--- config.mk ---
export PLATFORM = sky130hd
export DESIGN_NAME = op2_shifter
export DESIGN_NICKNAME = d
export VERILOG_FILES = /design/src/rtl/op2_pkg.sv /design/src/rtl/op2_const_expand.sv /design/src/rtl/op2_amount_sel.sv /design/src/rtl/op2_shift_core.sv /design/src/rtl/op2_shifter.sv
export SDC_FILE = /design/constraint.sdc
export NUM_CORES = 1
export LEC_CHECK = 0
export BUFFER_PORTS_ARGS = -buffer_cell sky130_fd_sc_hd__buf_2
export CAP_MARGIN = 5
export CORE_UTILIZATION = 40
export CTS_CLUSTER_SIZE = 8
export DETAILED_ROUTE_END_ITERATION = 6
export GPL_TIMING_DRIVEN = 1
export PLACE_DENSITY = 0.7
export SLEW_MARGIN = 5
export SYNTH_ARGS = -nofsm -noshare
export SYNTH_HDL_FRONTEND = slang
export SYNTH_SLANG_ARGS = --single-unit
export TNS_END_PERCENT = 10
--- constraint.sdc ---
create_clock -name clk -period 0.8 [get_ports clk]
set_input_delay 0.16 -clock clk [delete_from_list [all_inputs] [get_ports clk]]
set_output_delay 0.16 -clock clk [all_outputs]
set_load 0.01 [all_outputs]
--- src/rtl/op2_pkg.sv ---
package op2_pkg;

    typedef enum logic [1:0] {
        KIND_SHL  = 2'b00,
        KIND_SHR  = 2'b01,
        KIND_SAR  = 2'b10,
        KIND_ROTR = 2'b11
    } shift_kind_e;

    typedef enum logic [1:0] {
        FORM_CONST = 2'b00,
        FORM_FAMT  = 2'b01,
        FORM_RAMT  = 2'b10,
        FORM_FAMT2 = 2'b11
    } src_form_e;

endpackage

--- src/rtl/op2_const_expand.sv ---
module op2_const_expand #(
    parameter int DATA_W = 32,
    parameter int ROT_W  = 4,
    parameter int IMM_W  = 8
) (
    input  logic [ROT_W-1:0] rot_i,
    input  logic [IMM_W-1:0] imm_i,
    input  logic             carry_i,
    output logic [DATA_W-1:0] value_o,
    output logic              carry_o
);
    localparam int AMT_W = ROT_W + 1;

    logic [DATA_W-1:0] base;
    logic [AMT_W-1:0]  amt;
    logic [AMT_W:0]    amt_inv;

    always_comb begin
        base    = DATA_W'(imm_i);
        amt     = {rot_i, 1'b0};
        amt_inv = (AMT_W+1)'(DATA_W) - {1'b0, amt};
        if (amt == '0) begin
            value_o = base;
            carry_o = carry_i;
        end else begin
            value_o = (base >> amt) | (base << amt_inv);
            carry_o = value_o[DATA_W-1];
        end
    end
endmodule

--- src/rtl/op2_amount_sel.sv ---
module op2_amount_sel #(
    parameter int DATA_W  = 32,
    parameter int SHIMM_W = 5,
    parameter int SHREG_W = 8
) (
    input  logic [1:0]         form_i,
    input  logic [SHIMM_W-1:0] field_amt_i,
    input  logic [DATA_W-1:0]  rs_value_i,
    output logic [SHREG_W-1:0] amt_o
);
    import op2_pkg::*;

    always_comb begin
        if (src_form_e'(form_i) == FORM_RAMT) begin
            amt_o = rs_value_i[SHREG_W-1:0];
        end else begin
            amt_o = SHREG_W'(field_amt_i);
        end
    end
endmodule

--- src/rtl/op2_shift_core.sv ---
module op2_shift_core #(
    parameter int DATA_W = 32,
    parameter int AMT_W  = 8
) (
    input  logic [DATA_W-1:0] value_i,
    input  logic [AMT_W-1:0]  amt_i,
    input  logic [1:0]        kind_i,
    input  logic              carry_i,
    output logic [DATA_W-1:0] value_o,
    output logic              carry_o
);
    import op2_pkg::*;

    localparam int LOG_W = $clog2(DATA_W);

    logic [DATA_W:0]        ext_l;
    logic [DATA_W:0]        ext_r;
    logic signed [DATA_W:0] ext_a;
    logic [LOG_W-1:0]       rot;
    logic [LOG_W:0]         rot_inv;
    logic [DATA_W-1:0]      rotated;

    always_comb begin
        ext_l   = {1'b0, value_i} << amt_i;
        ext_r   = {value_i, 1'b0} >> amt_i;
        ext_a   = $signed({value_i, 1'b0}) >>> amt_i;
        rot     = amt_i[LOG_W-1:0];
        rot_inv = (LOG_W+1)'(DATA_W) - {1'b0, rot};
        rotated = (value_i >> rot) | (value_i << rot_inv);

        value_o = value_i;
        carry_o = carry_i;
        if (amt_i != '0) begin
            unique case (shift_kind_e'(kind_i))
                KIND_SHL: begin
                    value_o = ext_l[DATA_W-1:0];
                    carry_o = ext_l[DATA_W];
                end
                KIND_SHR: begin
                    value_o = ext_r[DATA_W:1];
                    carry_o = ext_r[0];
                end
                KIND_SAR: begin
                    value_o = ext_a[DATA_W:1];
                    carry_o = ext_a[0];
                end
                KIND_ROTR: begin
                    value_o = rotated;
                    carry_o = rotated[DATA_W-1];
                end
                default: begin
                    value_o = value_i;
                    carry_o = carry_i;
                end
            endcase
        end
    end
endmodule

--- src/rtl/op2_shifter.sv ---
module op2_shifter #(
    parameter int DATA_W  = 32,
    parameter int FIELD_W = 12,
    parameter int ROT_W   = 4,
    parameter int IMM_W   = 8,
    parameter int SHIMM_W = 5,
    parameter int SHREG_W = 8
) (
    input  logic               clk,
    input  logic               rst_n,
    input  logic [1:0]         src_form_i,
    input  logic [1:0]         shift_kind_i,
    input  logic [FIELD_W-1:0] field_i,
    input  logic [DATA_W-1:0]  rm_value_i,
    input  logic [DATA_W-1:0]  rs_value_i,
    input  logic               carry_i,
    output logic [DATA_W-1:0]  operand_o,
    output logic               carry_o
);
    import op2_pkg::*;

    typedef struct packed {
        logic [DATA_W-1:0] operand;
        logic              carry;
    } op2_state_t;

    logic [ROT_W-1:0]   rot_w;
    logic [IMM_W-1:0]   imm_w;
    logic [SHIMM_W-1:0] famt_w;
    logic [SHREG_W-1:0] amt_w;
    logic [DATA_W-1:0]  const_val;
    logic               const_carry;
    logic [DATA_W-1:0]  shift_val;
    logic               shift_carry;
    logic               is_const;
    op2_state_t         state_d;
    op2_state_t         state_q;

    assign rot_w    = field_i[FIELD_W-1 -: ROT_W];
    assign imm_w    = field_i[IMM_W-1:0];
    assign famt_w   = field_i[FIELD_W-1 -: SHIMM_W];
    assign is_const = (src_form_e'(src_form_i) == FORM_CONST);

    op2_const_expand #(
        .DATA_W(DATA_W), .ROT_W(ROT_W), .IMM_W(IMM_W)
    ) u_const (
        .rot_i   (rot_w),
        .imm_i   (imm_w),
        .carry_i (carry_i),
        .value_o (const_val),
        .carry_o (const_carry)
    );

    op2_amount_sel #(
        .DATA_W(DATA_W), .SHIMM_W(SHIMM_W), .SHREG_W(SHREG_W)
    ) u_amt (
        .form_i      (src_form_i),
        .field_amt_i (famt_w),
        .rs_value_i  (rs_value_i),
        .amt_o       (amt_w)
    );

    op2_shift_core #(
        .DATA_W(DATA_W), .AMT_W(SHREG_W)
    ) u_shift (
        .value_i (rm_value_i),
        .amt_i   (amt_w),
        .kind_i  (shift_kind_i),
        .carry_i (carry_i),
        .value_o (shift_val),
        .carry_o (shift_carry)
    );

    always_comb begin
        state_d = state_q;
        if (is_const) begin
            state_d.operand = const_val;
            state_d.carry   = const_carry;
        end else begin
            state_d.operand = shift_val;
            state_d.carry   = shift_carry;
        end
    end

    always_ff @(posedge clk or negedge rst_n) begin
        if (!rst_n) begin
            state_q <= '0;
        end else begin
            state_q <= state_d;
        end
    end

    assign operand_o = state_q.operand;
    assign carry_o   = state_q.carry;

    // zero rotate count gives the plain constant and the incoming carry
    a_r2_const_plain: assert property (@(posedge clk) disable iff (!rst_n)
        ($past(rst_n) && $past(is_const) && $past(rot_w) == '0)
        |-> (operand_o == DATA_W'($past(imm_w)) && carry_o == $past(carry_i)));

    // non-zero rotate count gives carry equal to result bit 31
    a_r3_const_carry: assert property (@(posedge clk) disable iff (!rst_n)
        ($past(rst_n) && $past(is_const) && $past(rot_w) != '0)
        |-> (carry_o == operand_o[DATA_W-1]));

    // shift left past the width clears result and carry
    a_r4_shl_beyond: assert property (@(posedge clk) disable iff (!rst_n)
        ($past(rst_n) && !$past(is_const) && $past(shift_kind_i) == 2'b00
         && $past(amt_w) > SHREG_W'(DATA_W))
        |-> (operand_o == '0 && !carry_o));

    // arithmetic shift at or past the width fills with the sign
    a_r6_sar_sat: assert property (@(posedge clk) disable iff (!rst_n)
        ($past(rst_n) && !$past(is_const) && $past(shift_kind_i) == 2'b10
         && $past(amt_w) >= SHREG_W'(DATA_W))
        |-> (operand_o == {DATA_W{$past(rm_value_i[DATA_W-1])}}
             && carry_o == $past(rm_value_i[DATA_W-1])));

    // rotate with non-zero amount gives carry equal to result bit 31
    a_r7_rotr_carry: assert property (@(posedge clk) disable iff (!rst_n)
        ($past(rst_n) && !$past(is_const) && $past(shift_kind_i) == 2'b11
         && $past(amt_w) != '0)
        |-> (carry_o == operand_o[DATA_W-1]));

    // zero amount passes register and carry through
    a_r8_zero_amt: assert property (@(posedge clk) disable iff (!rst_n)
        ($past(rst_n) && !$past(is_const) && $past(amt_w) == '0)
        |-> (operand_o == $past(rm_value_i) && carry_o == $past(carry_i)));

endmodule

==> results of run 1 <==
[per-stage QoR]
stage | TNS (ns) | instance area (um2)
CTS | -61.43 | 16200
floorplan | -54.05 | 9420
detailed placement | -75.17 | 14700
global placement | -74.00 | 14700
[metal layers]
metal	overflow	track usage (%)
met5	0	18.0
met4	7	63.6
met3	0	50.2
met2	6	88.2
met1	0	72.6
[cells by family after synthesis]
group | count (synthesis) | share of synthesized area [%]
multiplexers | 107 | 13.5
flip-flops | 33 | 8.85
adder cells (fa/ha/maj) | 1 | 0.134
XOR/XNOR | 9 | 0.925
buffers and inverters | 158 | 8.45
AO/OA/AOI/OAI | 610 | 46.5
AND/OR/NAND/NOR | 433 | 21.6
[repair_timing]
action,in CTS
resized for setup,208
endpoints found under the hold margin,10
setup endpoints to repair,66
buffers inserted,41
pin swaps,69
hold buffers,1
cloned,4
==> metrics.md, run 1 <==
| Metric | Value |
|---|---|
| Number of synthesized register bits | `33` |
| Global route total overflow | `13` |
| Syn Nets | `1435` |
| Clk sinks | `33` |
| Synth async-reset ratio | `100%` |
| Synthesized cell area | `9330 um2` |
| Cell taking the most area after synthesis | `dfrtp_1` |
| Largest net degree at the start of global routing | `28` |
| H-tree lvl count | `2` |
| Synth area leaders | `dfrtp_1 (8.8%), a211oi_1 (7.4%), mux2i_1 (7.4%), a21oi_1 (6.9%), nand2_1 (5.5%)` |
| Synthesized instance count | `1351` |
| Placer Congestion | `1.26` |
| GRT Util Overall | `69.4%` |
| Post-synth top cells | `nand2_1 (137), a21oi_1 (128), nor2_1 (123)` |
| YS warnings | `0` |
| Prevailing post-synth register cell | `dfrtp_1` |
| Placed cell count | `2274` |
| Stopped at | `5_1_grt` |
| Count of flip-flops with a built-in enable after synthesis | `0` |
| Worst_ep grt | `operand_o[16]$_DFF_PN0_/D` |
| Most common cell in the netlist | `nand2_1` |
| Dpl ws | `-2.49 ns` |
| CTS Buffer Depth | `2` |
| CTS Buf Count | `5` |
| Starting Density | `41.0%` |
| DP HPWL | `56000 um` |
| Avg Cell Area, Syn | `6.91 um2` |
| Status | `stopped before the end` |
| Worst endpoint type | `register data pin` |
| Cell variety after synth | `99` |
| Die Y | `155 um` |
| Sequential area share after synthesis | `8.85%` |
| Die Wd | `155 um` |
| Rows | `55` |
| IO Count | `116` |
| Top cell type's share of synthesized area | `8.85%` |
| Port bufs | `91` |
| First error | `[ERROR GRT-0232] Routing congestion too high. Check the congestion heatmap in the GUI.` |
| Root Buffer | `clkbuf_16` |
==> run 2: changes to the inputs <==
- CORE_UTILIZATION: 40 -> 25
- CTS_CLUSTER_SIZE: 8 -> default
- PLACE_DENSITY: 0.7 -> default
- PLACE_DENSITY_LB_ADDON: default -> 0.15
==> run 2 against run 1 <==
  * The flow now finishes, with violations (setup timing)
  * Synthesized area unchanged
  * Synthesized cell count unchanged
==> metrics.md, run 2 <==
| Metric | Value |
|---|---|
| Min-Delay Path Class | `primary input to flop` |
| Placer Congestion | `1.06 (-15%)` |
| Synth Area in XOR/XNOR | `0.925% (unchanged)` |
| VDD IR max | `1.04 mV` |
| CTS tree | `done` |
| Fin crit share | `344%` |
| TNS Setup | `-66.16 ns` |
| Starting Density | `25.4% (-16 points)` |
| Fmax | `363 MHz` |
| Largest family of logic cells by synthesized area | `compound AO/OA/AOI/OAI gates` |
| Adder-cell area share of the yosys netlist | `0.134% (unchanged)` |
| Routing usage on met2 | `65.1%` |
| Slew HR | `43.3%` |
| DR iter-0 viols | `2129` |
| Most frequent cells in the layout | `buf_4 (680), nand2_1 (136), nor2_1 (109), a21oi_1 (105), buf_2 (77)` |
| Psw | `11.0 mW` |
| Comb power frac | `80.3%` |
| Clock power share | `10.5%` |
| Kind of critical path | `primary input to flop` |
| Pwr/cell area | `1300 nW/um2` |
| Number of synthesized register bits | `33 (unchanged)` |
| Most common cell after layout, fill and taps aside | `buf_4` |
| Cell taking the most area after synthesis | `dfrtp_1` |
| Global route total overflow | `0` |
| Initial antenna violation count | `5` |
| Top cell type's share of synthesized area | `8.85% (unchanged)` |
| Sequential Power Share | `9.2%` |
| Unrepaired setup endpoints after global routing | `true` |
| Area Growth Syn to Fin | `86.7%` |
| Status | `complete, but fails checks` |
| Layer with the highest usage | `met2` |
| Internal | `11.6 mW` |
| Max reg flops | `32` |
| Syn Nets | `1435 (unchanged)` |
| Synth async-reset ratio | `100% (unchanged)` |
| Final-layout fill cell count | `3758` |
| IO Count | `116 (unchanged)` |
| Root Buffer | `clkbuf_16` |
| Final setup violation count | `66` |
| Port bufs | `91 (unchanged)` |
| CTS Buf Count | `5 (unchanged)` |
| DRT antenna net count | `0` |
| Post-DR wirelength/cell | `32.3 um` |
| GRT Util Overall | `42.1%` |
| Type of origin of the critical path | `primary input` |
| Measured slew at the worst slew-check pin | `0.844 ns` |
| Die Wd | `195 um (+26%)` |
| Synth area leaders | `dfrtp_1 (8.8%), a211oi_1 (7.4%), mux2i_1 (7.4%), a21oi_1 (6.9%), nand2_1 (5.5%)` |
| Core ar. | `36700 um2` |
| Final min period | `2.75 ns` |
| Sequential area share after synthesis | `8.85% (unchanged)` |
| Die area | `38100 um2` |
| Pwr Total | `22.6 mW` |
| First-pass GRT wire length | `114000 um` |
| Cell area after placement | `15400 um2 (+4.8%)` |
| Fin nets | `2146` |
| Cell variety after synth | `99 (unchanged)` |
| Prevailing post-synth register cell | `dfrtp_1` |
| Met1 usage | `54.9%` |
| Setup WS post-layout | `-1.95 ns` |
| Routed wire length | `81900 um` |
| Failing checks | `setup timing` |
| CP required | `0.99 ns` |
| Synthesized instance count | `1351 (unchanged)` |
| Hold Fails Final Rpt | `0` |
| Clk sinks | `33 (unchanged)` |
| Clk slew on worst S/H paths | `0.07 ns` |
| Vias in the first global route | `14900` |
| Die Y | `195 um (+26%)` |
| Crit end category | `flop` |
| YS warnings | `0 (unchanged)` |
| Simple logic cell fraction of the synthesized area | `21.6% (unchanged)` |
| Max-cap check violation count | `0` |
| Post-synth top cells | `nand2_1 (137), a21oi_1 (128), nor2_1 (123)` |
| Drt via density | `6.09` |
| Fraction of the mapped netlist area in compound gates | `46.5% (unchanged)` |
| Count of flip-flops with a built-in enable after synthesis | `0 (unchanged)` |
| Rows | `70 (+27%)` |
| Critical path peak fanout | `7` |
| H-tree lvl count | `2 (unchanged)` |
| Mux share of post-synthesis cell area | `13.5% (unchanged)` |
| Lkg Pwr | `7.64 nW` |
| Slew Limit Fails | `0` |
| CTS Buffer Depth | `2 (unchanged)` |
| Most common cell in the netlist | `nand2_1` |
| Crit path DAT | `2.95 ns` |
| DRC violations left | `0` |
| GR Util met3 | `5.63%` |
| Pre-antenna DRT Iters | `5` |
| Core Util, Final | `47.5%` |
| Vias | `15400` |
| Synthesized cell area | `9330 um2 (unchanged)` |
| Sw Share | `48.5%` |
| Largest net degree at the start of global routing | `49` |
| Final instance area | `17400 um2` |
| Layout cells sized above 1 | `53.2%` |
| Avg Cell Area, Syn | `6.91 um2 (unchanged)` |
| DP HPWL | `68300 um (+22%)` |
[run 2: cell counts after synthesis]
Identical to the previous run, type by type.
[run 2: power by group through the flow]
stage | Sequential (mW) | Combinational, mW | Clock (mW)
after detailed placement | 2.10 | 15.3 | 0
after global routing | 2.11 | 18.6 | 2.45
final | 2.09 | 18.2 | 2.38
after floorplan | 2.25 | 6.06 | 0
after CTS | 2.07 | 17.2 | 2.39
after global placement | 2.10 | 15.4 | 0
[run 2: area by class of cell]
cell class                 count  area (um2)  area share [%]
antenna                        2        5.00          0.0287
sequential                    33         826            4.74
inverter                      22        82.6           0.474
tap                          468         586            3.36
timing repair buffer         838        6750            38.7
clock buffer                   7         143           0.818
multi-input combinational   1162        9010            51.7
clock inverter                 1        30.0           0.172
[run 2: what timing repair did]
item	CTS	global route
cloned	6	0
gates resized for setup	244	51
pin swaps	71	30
hold buffers	1	0
setup endpoints to repair	66	66
endpoints found under the hold margin	33	0
setup buffers	37	7
[run 2: worst max-delay path: stages]
cell and delay (ns):
buf_8 0.11, buf_6 0.11, nor2b_4 0.12, buf_6 0.12, buf_6 0.10, mux2i_4 0.27, buf_12 0.19, xnor2_4 0.21
buf_6 0.16, mux2i_2 0.22, mux2i_2 0.11, buf_4 0.16, a211oi_4 0.23, a31oi_4 0.11, a211o_1 0.31, a32oi_2 0.23
[run 2: cell families after synthesis]
kind of cell               after synthesis
and+or+nand+nor                        433
adders and majority gates                1
xor gates and xnor gates                 9
AOI/OAI and AO/OA                      610
buffers and inverters                  158
DFF                                     33
muxes                                  107
[run 2: worst paths after layout]
path | from | endpoint | slack (ns) | cells after the start
min in group asynchronous | rst_n | carry_o | 0.36 | 3
max in group asynchronous | rst_n | operand_o[30] | 0.23 | 3
max | src_form_i[0] | operand_o[20] | -1.95 | 16
min | carry_i | carry_o | 0.28 | 3
[run 2: metal layers]
metal / routed length [um] / vias up / part of all wire (%)
li1: - / 6696 / -
met1: 33600 / 7492 / 41
met2: 34900 / 969 / 43
met3: 6740 / 272 / 8.2
met4: 6560 / 6 / 8.0
met5: 42 / - / 0.051
[run 2: per-stage QoR]
stage | instances | setup slack [ns] | hold slack (ns)
after CTS | 2527 | -1.90 | 0.258
after global placement | 2477 | -2.61 | 0.134
after global routing | 2531 | -2.04 | 0.288
after detailed placement | 2477 | -2.61 | 0.137
after floorplan | 1351 | -1.70 | -0.136
final | 2533 | -1.95 | 0.282
Note: power is estimated with default switching activity, not from simulation.
